==> config.mk <==
export PLATFORM = sky130hd
export DESIGN_NAME = keyq_irq_ctrl
export DESIGN_NICKNAME = d
export VERILOG_FILES = /design/src/rtl/keyq_pkg.sv /design/src/rtl/keyq_fifo.sv /design/src/rtl/keyq_ctrl.sv /design/src/rtl/keyq_irq_ctrl.sv
export SDC_FILE = /design/constraint.sdc
export NUM_CORES = 1
export LEC_CHECK = 0
export BUFFER_PORTS_ARGS = -buffer_cell sky130_fd_sc_hd__buf_2
export CORE_UTILIZATION = 50
export DETAILED_ROUTE_END_ITERATION = 7
export PLACE_DENSITY = 0.7
export SYNTH_ARGS = -nofsm -noshare
export SYNTH_HDL_FRONTEND = slang
export SYNTH_HIERARCHICAL = 1
export SYNTH_SLANG_ARGS = --single-unit
export TNS_END_PERCENT = 50
==> constraint.sdc <==
create_clock -name clk -period 2.9 [get_ports clk]
set_clock_uncertainty 0.15 [all_clocks]
set_input_delay 0.435 -clock clk [delete_from_list [all_inputs] [get_ports clk]]
set_output_delay 0.435 -clock clk [all_outputs]
set_load 0.005 [all_outputs]
==> src/rtl/keyq_pkg.sv <==
package keyq_pkg;
  typedef enum logic [1:0] {
    ADDR_CFG  = 2'd0,
    ADDR_STAT = 2'd1,
    ADDR_CNT  = 2'd2,
    ADDR_EVT  = 2'd3
  } regAddr_e;

  typedef struct packed {
    logic push;
    logic pop;
  } qStrobe_t;

  localparam int CFG_KEY_IEN = 0;
  localparam int CFG_OVF_IEN = 1;
  localparam int CFG_PULSE   = 2;
  localparam int STAT_KEY    = 0;
  localparam int STAT_OVF    = 1;
endpackage

==> src/rtl/keyq_fifo.sv <==
module keyq_fifo
  import keyq_pkg::*;
#(
  parameter int DEPTH  = 10,
  parameter int CODE_W = 8,
  parameter int CNT_W  = 4
) (
  input  logic              clk,
  input  logic              rstN,
  input  qStrobe_t          strobe,
  input  logic [CODE_W-1:0] pushCode,
  output logic [CODE_W-1:0] headCode,
  output logic [CNT_W-1:0]  evtCount,
  output logic              full,
  output logic              empty
);
  localparam int PTR_W = (DEPTH > 1) ? $clog2(DEPTH) : 1;
  localparam logic [PTR_W-1:0] LAST_IDX = PTR_W'(DEPTH - 1);
  localparam logic [CNT_W-1:0] FULL_CNT = CNT_W'(DEPTH);

  logic [CODE_W-1:0] slot [DEPTH];
  logic [PTR_W-1:0]  headPtr, tailPtr;

  // one storage register per entry, written when the tail points at it
  for (genvar i = 0; i < DEPTH; i++) begin : g_slot
    always_ff @(posedge clk) begin
      if (strobe.push && tailPtr == PTR_W'(i)) slot[i] <= pushCode;
    end
  end

  always_ff @(posedge clk) begin
    if (!rstN) begin
      headPtr  <= '0;
      tailPtr  <= '0;
      evtCount <= '0;
    end else begin
      if (strobe.push) tailPtr <= (tailPtr == LAST_IDX) ? '0 : tailPtr + 1'b1;
      if (strobe.pop)  headPtr <= (headPtr == LAST_IDX) ? '0 : headPtr + 1'b1;
      case ({strobe.push, strobe.pop})
        2'b10:   evtCount <= evtCount + 1'b1;
        2'b01:   evtCount <= evtCount - 1'b1;
        default: evtCount <= evtCount;
      endcase
    end
  end

  assign headCode = slot[headPtr];
  assign full     = (evtCount == FULL_CNT);
  assign empty    = (evtCount == '0);
endmodule

==> src/rtl/keyq_ctrl.sv <==
module keyq_ctrl
  import keyq_pkg::*;
#(
  parameter int DEPTH        = 10,
  parameter int CODE_W       = 8,
  parameter int CNT_W        = 4,
  parameter int PULSE_CYCLES = 6250,
  parameter int PULSE_W      = 13
) (
  input  logic              clk,
  input  logic              rstN,
  input  logic              pushValid,
  input  logic [1:0]        regAddr,
  input  logic              regWr,
  input  logic [7:0]        regWdata,
  input  logic              regRd,
  input  logic [CODE_W-1:0] headCode,
  input  logic [CNT_W-1:0]  evtCount,
  input  logic              full,
  input  logic              empty,
  output qStrobe_t          strobe,
  output logic [7:0]        regRdata,
  output logic              intN,
  output logic              keyStat,
  output logic              ovfStat,
  output logic              keyIntEn,
  output logic              ovfIntEn,
  output logic              pulseCfg
);
  logic [PULSE_W-1:0] pulseCnt;
  logic pulseActive, irqRaw;
  logic cfgWr, statWr, keyClrReq, keyClrOk, keyRefused, pulseStart;
  logic pushAccept, pushDrop, popReq;

  assign pushAccept = pushValid && !full;
  assign pushDrop   = pushValid && full;
  assign popReq     = regRd && (regAddr == ADDR_EVT) && !empty;
  assign strobe     = '{push: pushAccept, pop: popReq};

  assign cfgWr      = regWr && (regAddr == ADDR_CFG);
  assign statWr     = regWr && (regAddr == ADDR_STAT);
  assign keyClrReq  = statWr && regWdata[STAT_KEY];
  assign keyClrOk   = keyClrReq && (evtCount == '0);
  assign keyRefused = keyClrReq && (evtCount != '0);

  assign pulseActive = (pulseCnt != '0);
  assign irqRaw      = (keyStat && keyIntEn) || (ovfStat && ovfIntEn);
  assign pulseStart  = keyRefused && pulseCfg && irqRaw && !pulseActive;

  always_ff @(posedge clk) begin
    if (!rstN) begin
      keyIntEn <= 1'b0;
      ovfIntEn <= 1'b0;
      pulseCfg <= 1'b0;
    end else if (cfgWr) begin
      keyIntEn <= regWdata[CFG_KEY_IEN];
      ovfIntEn <= regWdata[CFG_OVF_IEN];
      pulseCfg <= regWdata[CFG_PULSE];
    end
  end

  // sticky status: a set in the same cycle wins over a clear
  always_ff @(posedge clk) begin
    if (!rstN) begin
      keyStat <= 1'b0;
      ovfStat <= 1'b0;
    end else begin
      if (pushAccept)    keyStat <= 1'b1;
      else if (keyClrOk) keyStat <= 1'b0;
      if (pushDrop)      ovfStat <= 1'b1;
      else if (statWr && regWdata[STAT_OVF]) ovfStat <= 1'b0;
    end
  end

  always_ff @(posedge clk) begin
    if (!rstN)            pulseCnt <= '0;
    else if (pulseStart)  pulseCnt <= PULSE_W'(PULSE_CYCLES);
    else if (pulseActive) pulseCnt <= pulseCnt - 1'b1;
  end

  assign intN = !(irqRaw && !pulseActive);

  always_comb begin
    regRdata = '0;
    unique case (regAddr)
      ADDR_CFG:  regRdata = {5'b0, pulseCfg, ovfIntEn, keyIntEn};
      ADDR_STAT: regRdata = {6'b0, ovfStat, keyStat};
      ADDR_CNT:  regRdata = 8'(evtCount);
      ADDR_EVT:  regRdata = empty ? 8'h00 : 8'(headCode);
      default:   regRdata = '0;
    endcase
  end
endmodule

==> src/rtl/keyq_irq_ctrl.sv <==
module keyq_irq_ctrl
  import keyq_pkg::*;
#(
  parameter int DEPTH        = 10,
  parameter int PULSE_CYCLES = 6250
) (
  input  logic       clk,
  input  logic       rstN,
  input  logic       pushValid,
  input  logic [7:0] pushCode,
  input  logic [1:0] regAddr,
  input  logic       regWr,
  input  logic [7:0] regWdata,
  input  logic       regRd,
  output logic [7:0] regRdata,
  output logic       intN
);
  localparam int CODE_W  = 8;
  localparam int CNT_W   = $clog2(DEPTH + 1);
  localparam int PULSE_W = $clog2(PULSE_CYCLES + 1);

  qStrobe_t          strobe;
  logic [CODE_W-1:0] headCode;
  logic [CNT_W-1:0]  evtCount;
  logic full, empty;
  logic keyStat, ovfStat, keyIntEn, ovfIntEn, pulseCfg;

  keyq_fifo #(.DEPTH(DEPTH), .CODE_W(CODE_W), .CNT_W(CNT_W)) i_fifo (
    .clk(clk), .rstN(rstN), .strobe(strobe), .pushCode(pushCode),
    .headCode(headCode), .evtCount(evtCount), .full(full), .empty(empty)
  );

  keyq_ctrl #(
    .DEPTH(DEPTH), .CODE_W(CODE_W), .CNT_W(CNT_W),
    .PULSE_CYCLES(PULSE_CYCLES), .PULSE_W(PULSE_W)
  ) i_ctrl (
    .clk(clk), .rstN(rstN), .pushValid(pushValid), .regAddr(regAddr),
    .regWr(regWr), .regWdata(regWdata), .regRd(regRd), .headCode(headCode),
    .evtCount(evtCount), .full(full), .empty(empty), .strobe(strobe),
    .regRdata(regRdata), .intN(intN), .keyStat(keyStat), .ovfStat(ovfStat),
    .keyIntEn(keyIntEn), .ovfIntEn(ovfIntEn), .pulseCfg(pulseCfg)
  );
endmodule

==> results.yml, run 1 <==
cells_and_area:
  design_area_mm2: 0.00599
  antenna-diode-count: 0
  drive_gt1_share_pct: 28.2
  utilization_pct: 61.6
  area_delta_synth_final_pct: 19.7
  final_common_cell: "edfxtp_1"
  layout.nets: 462
  layout_common_cells: "edfxtp_1, dfxtp_1, nand2_1, buf_2, mux2_2"
  multiInputGateArea_mm2: 0.00183
  nFillCells: 792
  regArea_mm2: 0.00309
min_path:
  worstHoldStart: "regWdata[2]"
  hold_path.class: "in -> reg"
  hold_path_end: "i_ctrl/pulseCfg"
  hold_depth: 3
synthesis:
  yosys-top-cells-area: "edfxtp_1, dfxtp_1, mux2_2"
  synth_compound_area_share_pct: 9.42
  synth_xor_area_share_pct: 1.05
  syn_inst: 383
  synth_top_area_cell: "edfxtp_1"
  syn_avg_cell_area_um2: 13.1
  ys_ff_latch: 114
  synth.distinct_cells: 57
  ys_warn_count: 6
  syn-num-nets: 411
  synth_fa_ha_area_share_pct: 1.25
  synth_ff_type: "edfxtp_1"
  syn-cell-area_mm2: 0.00501
  synth.area.mux_share_pct: 10.7
  synth_top_family_by_area: "simple AND/OR/NAND/NOR gates"
  yosysSeqAreaShare_pct: 61.6
  synth-simple-area-share_pct: 13.0
  yosys.area.top_type_share_pct: 48.0
  synth-async-reset-ratio_pct: 0
  synth_edf_count: 80
run:
  drv_cap: 0
floorplanning:
  fp.dieW_um: 102
  dieArea_mm2: 0.0104
  num_rows: 36
  design.core.area_mm2: 0.00973
  io_pins: 32
  start_util_pct: 51.5
  die_h_um: 102
cts:
  clkSlewWorstSetupHoldPaths_ns: 0.06
  cts-hold-fix-buffers: 0
  cts_tree: "built"
  clk_latency_ns: 0.50
  cts-root-buf: "clkbuf_8"
  htree_num_levels: 4
  cts_made_buffers: 17
  cts_buffer_depth: 2
  clock-sinks: 114
global_route:
  antenna_found_initial: 0
  grt_pass1_vias: 3228
  gr-total-overflow: 0
  grt_usage_pct: 21.5
  grt_pass1_wl_um: 16100
  grt_max_degree: 20
timing:
  fin_hold_ws_ns: 0.0305
  rsz0062_at_grt: "true"
  setup_viol: 3
  fin_crit_ns: 2.93
  slew_viol_final: 0
  fin_ws_ns: -0.0288
  fin_crit_sh_pct: 101
  slew_headroom_pct: 49.7
  worst_pin_slew_ns: 0.744
  fmax_mhz: 341
  hold_viol: 0
place:
  place_area_mm2: 0.00536
  io_buffers: 26
  place_hpwl_um: 6650
  routabilityCongestion: 0.798
pwr:
  p_int_w: 0.00336
  p_seq_share_pct: 42.0
  clockPowerShare_pct: 43.3
  pwr-share-comb_pct: 14.7
  leakage_nw: 2.08
  powerDensity_mw_per_mm2: 761
  switching_share_pct: 26.3
  vdd_drop_max_uv: 412
  switching_power_w: 0.00120
worst_setup_path:
  path_max_fanout: 8
  r2r-end: "i_fifo/evtCount[2]"
  end_kind: "output pin"
  slowest_stage: "mux4_2"
  slowest_delay_ns: 0.46
  r2r_setup_slack_ns: 0.23
  start_kind: "register"
  path_delay_family: "multiplexers"
  cp_cell_sequence: "buf_6 -> mux2i_1 -> a22oi_1 -> o221ai_1 -> o21ai_1 -> nor2b_1 -> mux4_2 -> buf_2"
  arrival_ns: 2.34
  required_ns: 2.32
  worst-path-buf-inv: 2
  critical_path_class: "reg -> out"
  reg2reg_from: "i_fifo/evtCount[0]"
  rr_worst_depth: 10
detailed_routing:
  dr.pass1.iters: 4
  drt_iter0_drc: 156
  drcViolationCount: 0
  viasPerCell: 5.51
  post_drt_wl_per_cell_um: 17.5
  vias: 3196
  totalWireLength_um: 10200
  ant_nets: 0
status:
  violations: "setup timing"
  status: "complete, but fails checks"
-- what timing repair did --
item / CTS / global route
pin swaps: 2 / 0
buffers inserted: 1 / 0
resized for setup: 14 / 1
setup endpoints to repair: 5 / 4
-- through the flow --
step	total power, W	setup slack [ns]	TNS [ns]	std cells
floorplan	0.00243	0.100	0	383
global placement	0.00256	0.374	0	547
detailed placement	0.00259	0.318	0	547
CTS	0.00458	-0.0525	-0.120	580
global route	0.00476	-0.131	-0.461	580
finish	0.00456	-0.0288	-0.0550	580
-- synth_stat cells, types with 5 or more instances --
cell type	n
a21boi_0	5
a21oi_1	10
a22oi_1	5
and2_1	9
clkbuf_1	6
dfxtp_1	34
edfxtp_1	80
ha_1	5
inv_1	6
mux2_2	24
mux2i_1	22
nand2_1	28
nand2b_1	7
nor2_1	18
nor2b_1	11
nor3_1	8
nor3b_1	5
nor4_1	6
o21ai_0	9
o21ai_1	6
o22ai_1	5
or3_1	5
-- worst max-delay path by stage --
stage	startpoint	end	slack (ns)	cells past startpoint
after global placement	register	regRdata[1]	0.37	8
after global routing	register	regRdata[2]	-0.13	9
after CTS	register	regRdata[3]	-0.05	9
after detailed placement	i_fifo/evtCount[0]	i_fifo/evtCount[2]	0.32	10
final	register	regRdata[0]	-0.03	8
after floorplan	i_fifo/evtCount[1]	i_fifo/evtCount[2]	0.10	12
-- power groups by stage --
stage,sequential (W),combinational (W),clock [W]
after floorplan,0.00192,0.000512,0
after global placement,0.00194,0.000623,0
after global routing,0.00193,0.000749,0.00208
after CTS,0.00191,0.000665,0.00200
after detailed placement,0.00194,0.000650,0
final,0.00191,0.000671,0.00197
-- routing by layer --
layer	GRT usage (%)	up-vias	share of wire [%]
met5	0	-	0
met1	26.8	1547	44
met3	5.68	9	4.0
met2	36.1	74	51
li1	-	1566	-
met4	7.58	0	0.86
-- registers in the layout, summed over array words and instances, names as in the netlist, named ones only --
register	cells
i_fifo/evtCount	4
i_ctrl/ovfStat	1
i_ctrl/keyStat	1
i_fifo/slot	80
i_fifo/tailPtr	4
i_ctrl/pulseCfg	1
i_ctrl/keyIntEn	1
i_ctrl/ovfIntEn	1
i_ctrl/pulseCnt	13
i_fifo/headPtr	4
-- final cells by class --
| type | count | share of cell area [%] |
|---|---|---|
| well taps | 133 | 2.78 |
| inverters | 6 | 0.376 |
| clock inverters | 15 | 2.65 |
| flip-flops and latches | 114 | 51.5 |
| clock buffers | 17 | 6.91 |
| multi-input cells | 246 | 30.5 |
| repair buffers | 49 | 5.24 |
-- cells by family after synthesis --
family | after synthesis
AND/OR/NAND/NOR | 118
flip-flops | 114
AO/OA/AOI/OAI | 69
multiplexers | 48
buffers and inverters | 23
XOR/XNOR | 6
adder cells (fa/ha/maj) | 5
-- worst min-delay path: cells and delay by family --
kind,cells,cell delay (ns)
buffers and inverters,1,0.08
AND/OR/NAND/NOR,1,0.08
multiplexers,1,0.06
(Power assumes the default switching activity.)
==> run 2: changes to the inputs <==
BUFFER_PORTS_ARGS = unset   (was -buffer_cell sky130_fd_sc_hd__buf_2)
CTS_BUF_LIST = sky130_fd_sc_hd__clkbuf_8 sky130_fd_sc_hd__clkbuf_16   (was unset)
DONT_BUFFER_PORTS = 1   (was unset)
PLACE_DENSITY = 0.68   (was 0.7)
==> results.yml, run 2 (synthesis gave the netlist of run 1 again) <==
global_route:
  grt_max_degree: 21
  grt_usage_pct: 20.6
  grt_pass1_wl_um: 15400
  gr-total-overflow: 0
  grt_pass1_vias: 3146
  antenna_found_initial: 0
cts:
  clkSlewWorstSetupHoldPaths_ns: 0.05
  cts_tree: "built"
  clock-sinks: 114
  htree_num_levels: 4
  clk_latency_ns: 0.51
  cts_buffer_depth: 2
  cts-root-buf: "clkbuf_8"
  cts_made_buffers: 17
worst_setup_path:
  slowest_stage: "mux4_2"
  arrival_ns: 2.31
  slowest_delay_ns: 0.48
  start_kind: "register"
  path_max_fanout: 7
  worst-path-buf-inv: 1
  path_delay_family: "multiplexers"
  critical_path_class: "reg -> out"
  cp_cell_sequence: "buf_6 -> mux2_4 -> o221ai_2 -> o21ai_1 -> nor2b_2 -> mux4_2"
  end_kind: "output pin"
  required_ns: 2.32
cells_and_area:
  final_cells: 571
  antenna-diode-count: 0
  layout_common_cells: "edfxtp_1, dfxtp_1, nand2_1, buf_4, mux2_2"
  final_common_cell: "edfxtp_1"
  largest_reg_flops: 80
  area_delta_synth_final_pct: 20.6
  top_register: "i_fifo/slot"
  layout.nets: 453
  nFillCells: 769
  drive_gt1_share_pct: 22.6
  top_regs: "i_fifo/slot (80), i_ctrl/pulseCnt (13)"
timing:
  fmax_mhz: 346
  slew_headroom_pct: 51.3
  setup_viol: 0
  worst_pin_slew_ns: 0.720
  slew_viol_final: 0
  rsz0062_at_grt: "true"
  fin_ws_ns: 0.00804
  hold_viol: 0
  fin_crit_ns: 2.89
  setup_tns_ns: 0
  fin_crit_sh_pct: 99.7
pwr:
  switching_share_pct: 24.6
  p_int_w: 0.00343
  p_seq_share_pct: 42.2
  switching_power_w: 0.00111
  leakage_nw: 2.05
  p_total_w: 0.00454
  powerDensity_mw_per_mm2: 752
  clockPowerShare_pct: 43.0
  pwr-share-comb_pct: 14.9
  vdd_drop_max_uv: 499
floorplanning:
  start_util_pct: 51.5
  design.core.area_mm2: 0.00973
  io_pins: 32
  dieArea_mm2: 0.0104
  num_rows: 36
  die_h_um: 102
  fp.dieW_um: 102
detailed_routing:
  ant_nets: 0
  dr.pass1.iters: 4
  post_drt_wl_per_cell_um: 17.3
  drt_iter0_drc: 132
  drcViolationCount: 0
  totalWireLength_um: 9860
  vias: 3170
  viasPerCell: 5.55
run:
  drv_cap: 0
place:
  io_buffers: 0
  dp.cells: 518
  routabilityCongestion: 0.769
  place_ws_ns: 0.291
  place_hpwl_um: 6070
min_path:
  hold_path.class: "in -> reg"
status:
  status: "finished clean"
-- run 2: cell count changes in the layout (fill, tap and decap cells not counted), sizes merged --
cell / before / now
buf: 49 / 25
bufinv: 2 / 3
clkinv: 8 / 7
dlygate4sd3: 0 / 15
-- run 2: timing repair --
action / in CTS / in global routing
endpoints found under the setup margin: 7 / 7
hold buffers: 15 / 0
pin swaps: 0 / 4
buffers inserted: 3 / 3
hold endpoints to repair: 101 / 0
resized for setup: 2 / 16
-- run 2: tightest hold or removal path, delay by kind of cell --
kind          cells  cell delay (ns)
mux               1             0.13
simple gates      2             0.14
-- run 2: layer usage --
layer / vias to the layer above / part of all wire, % / GRT usage (%)
met3: 11 / 4.3 / 6.43
li1: 1550 / - / -
met4: 0 / 1.2 / 8.02
met1: 1541 / 43 / 25.4
met5: - / 0 / 0
met2: 68 / 51 / 34.1
-- run 2: power by group through the flow --
stage | sequential (W) | clock (W) | combinational, W
floorplan | 0.00192 | 0 | 0.000512
global placement | 0.00194 | 0 | 0.000593
detailed placement | 0.00194 | 0 | 0.000611
CTS | 0.00191 | 0.00199 | 0.000654
global route | 0.00193 | 0.00207 | 0.000744
finish | 0.00191 | 0.00195 | 0.000676
-- run 2: path summary, 6_finish.rpt --
path / start / to / slack (ns) / cells past startpoint
max: register / regRdata[1] / 0.008 / 6
min: regAddr[0] / i_ctrl/keyIntEn / 0.09 / 3
max reg2reg: i_fifo/evtCount[2] / i_fifo/evtCount[2] / 0.33 / 10
min reg2reg: i_ctrl/pulseCnt[10] / i_ctrl/pulseCnt[10] / 0.33 / 2
-- run 2: layout make-up --
class | count | area, µm² | area share (%)
Clock buffer | 17 | 414 | 6.86
Timing Repair Buffer | 40 | 354 | 5.87
Inverter | 6 | 22.5 | 0.373
Multi-Input combinational cell | 246 | 1840 | 30.5
Tap cell | 133 | 166 | 2.76
Sequential cell | 114 | 3090 | 51.1
Clock inverter | 15 | 151 | 2.51
-- run 2: per-stage QoR --
step	hold slack [ns]	utilization [%]	area (µm²)
finish	0.0870	62.0	6040
global route	0.0906	62.0	6040
CTS	0.0625	61.3	5960
detailed placement	0.320	53.6	5220
global placement	0.311	53.6	5220
floorplan	0.297	-	5010
==> run 3: changes to the inputs <==
CORE_UTILIZATION = 45   (was 50)
PLACE_DENSITY = unset   (was 0.68)
==> results.yml, run 3 (synthesis gave the netlist of run 1 again) <==
global_route:
  grt_pass1_wl_um: 16200
  antenna_found_initial: 0
  grt_max_degree: 17
  grt_pass1_vias: 3072
  gr-total-overflow: 0
  grt_usage_pct: 19.3
status:
  status: "complete, but fails checks"
  violations: "setup timing"
cells_and_area:
  antenna-diode-count: 0
  top_register: "i_fifo/slot"
  utilization_pct: 55.5
  area_delta_synth_final_pct: 20.1
  largest_reg_flops: 80
  layout_common_cells: "edfxtp_1, dfxtp_1, nand2_1, mux2_2, buf_4"
  design_area_mm2: 0.00601
  layout.nets: 453
  final_common_cell: "edfxtp_1"
  drive_gt1_share_pct: 22.1
  top_regs: "i_fifo/slot (80), i_ctrl/pulseCnt (13)"
floorplanning:
  dieArea_mm2: 0.0116
  design.core.area_mm2: 0.0108
  fp.dieW_um: 107
  start_util_pct: 46.2
  die_h_um: 107
  io_pins: 32
  num_rows: 38
timing:
  setup_viol: 1
  fin_crit_sh_pct: 100
  slew_headroom_pct: 52.3
  worst_pin_slew_ns: 0.706
  hold_viol: 0
  fmax_mhz: 344
  fin_ws_ns: -0.00357
  rsz0062_at_grt: "true"
  fin_hold_ws_ns: 0.0272
  slew_viol_final: 0
  fin_crit_ns: 2.90
detailed_routing:
  post_drt_wl_per_cell_um: 17.6
  vias: 3121
  drt_iter0_drc: 189
  drcViolationCount: 0
  ant_nets: 0
  totalWireLength_um: 10200
  viasPerCell: 5.40
  dr.pass1.iters: 4
pwr:
  switching_share_pct: 25.3
  clockPowerShare_pct: 42.1
  vdd_drop_max_uv: 356
  pwr-share-comb_pct: 15.0
  leakage_nw: 2.02
  p_int_w: 0.00333
  p_seq_share_pct: 42.9
  p_total_w: 0.00446
  powerDensity_mw_per_mm2: 741
  switching_power_w: 0.00113
worst_setup_path:
  rr_worst_depth: 10
  critical_path_class: "reg -> out"
  r2r-end: "i_fifo/evtCount[2]"
  r2r_setup_slack_ns: 0.27
  end_kind: "output pin"
  required_ns: 2.32
  arrival_ns: 2.32
  cp-endpoint: "regRdata[0]"
  reg2reg_from: "i_fifo/evtCount[2]"
  path_max_fanout: 6
  start_kind: "register"
place:
  place_ws_ns: 0.262
  place_hpwl_um: 6560
  place_area_mm2: 0.00524
  io_buffers: 0
  routabilityCongestion: 0.775
run:
  drv_cap: 0
min_path:
  hold_path.class: "in -> reg"
cts:
  cts_tree: "built"
  clkSlewWorstSetupHoldPaths_ns: 0.05
  htree_num_levels: 4
  clock-sinks: 114
  cts_made_buffers: 17
  clk_latency_ns: 0.51
  cts_buffer_depth: 2
  cts-root-buf: "clkbuf_8"
run 3: changes by cell type in the layout (fill, tap and decap cells not counted), sizes merged:
cell | before | now
clkinvlp | 2 | 4
buf | 25 | 26
bufinv | 3 | 2
dlygate4sd3 | 15 | 14
inv | 9 | 8
run 3: layer usage:
layer	vias to the layer above	GRT usage, %	share of wire [%]
li1	1546	-	-
met1	1494	25.5	44
met2	67	30.3	48
met3	14	5.08	6.5
met4	0	7.93	1.3
met5	-	0	0
run 3: worst max-delay path, stage by stage (launching register included):
cell and delay [ns]:
dfxtp_4 0.41, buf_6 0.15, mux2_2 0.34, o221ai_2 0.19, o21ai_2 0.10, nor2b_1 0.14
mux4_2 0.48
run 3: layout make-up:
type / instances / area, µm²
inverter: 6 / 22.5
timing repair buffer: 40 / 364
fill: 899 / 4830
clock buffer: 17 / 414
multi-input combinational: 246 / 1830
clock inverter: 15 / 126
tap: 140 / 175
sequential: 114 / 3090
run 3: per-stage QoR:
| stage | cells | setup TNS, ns |
|---|---|---|
| 6_report | 578 | -0.00357 |
| 3_5_place_dp | 528 | 0 |
| 4_1_cts | 576 | -0.00898 |
| 3_3_place_gp | 528 | 0 |
| 5_1_grt | 578 | -0.193 |
| 2_1_floorplan | 383 | 0 |
run 3: worst min-delay path by stage:
stage	startpoint	endpoint	slack, ns	depth (start not counted)
2_1_floorplan	i_ctrl/pulseCnt[10]	i_ctrl/pulseCnt[10]	0.30	2
3_3_place_gp	i_ctrl/pulseCnt[10]	i_ctrl/pulseCnt[10]	0.31	2
3_5_place_dp	i_ctrl/pulseCnt[10]	i_ctrl/pulseCnt[10]	0.32	2
4_1_cts	regWdata[1]	i_ctrl/ovfStat	0.005	3
5_1_grt	regWdata[1]	i_ctrl/ovfStat	0.04	3
6_report	regWdata[1]	i_ctrl/ovfStat	0.03	3
run 3: power by group through the flow:
stage                     clock, W  sequential (W)  combinational [W]
after floorplan                  0         0.00192           0.000512
after global placement           0         0.00194           0.000596
after detailed placement         0         0.00194           0.000611
after CTS                  0.00191         0.00191           0.000658
after global routing       0.00199         0.00192           0.000748
final                      0.00188         0.00191           0.000667
run 3: timing repair:
action,in CTS,in global routing
gates resized for setup,7,10
setup buffers,2,2
hold buffers,14,0
pin swaps,0,2
endpoints found under the setup margin,6,6
gates cloned,0,0
hold endpoints to repair,101,0
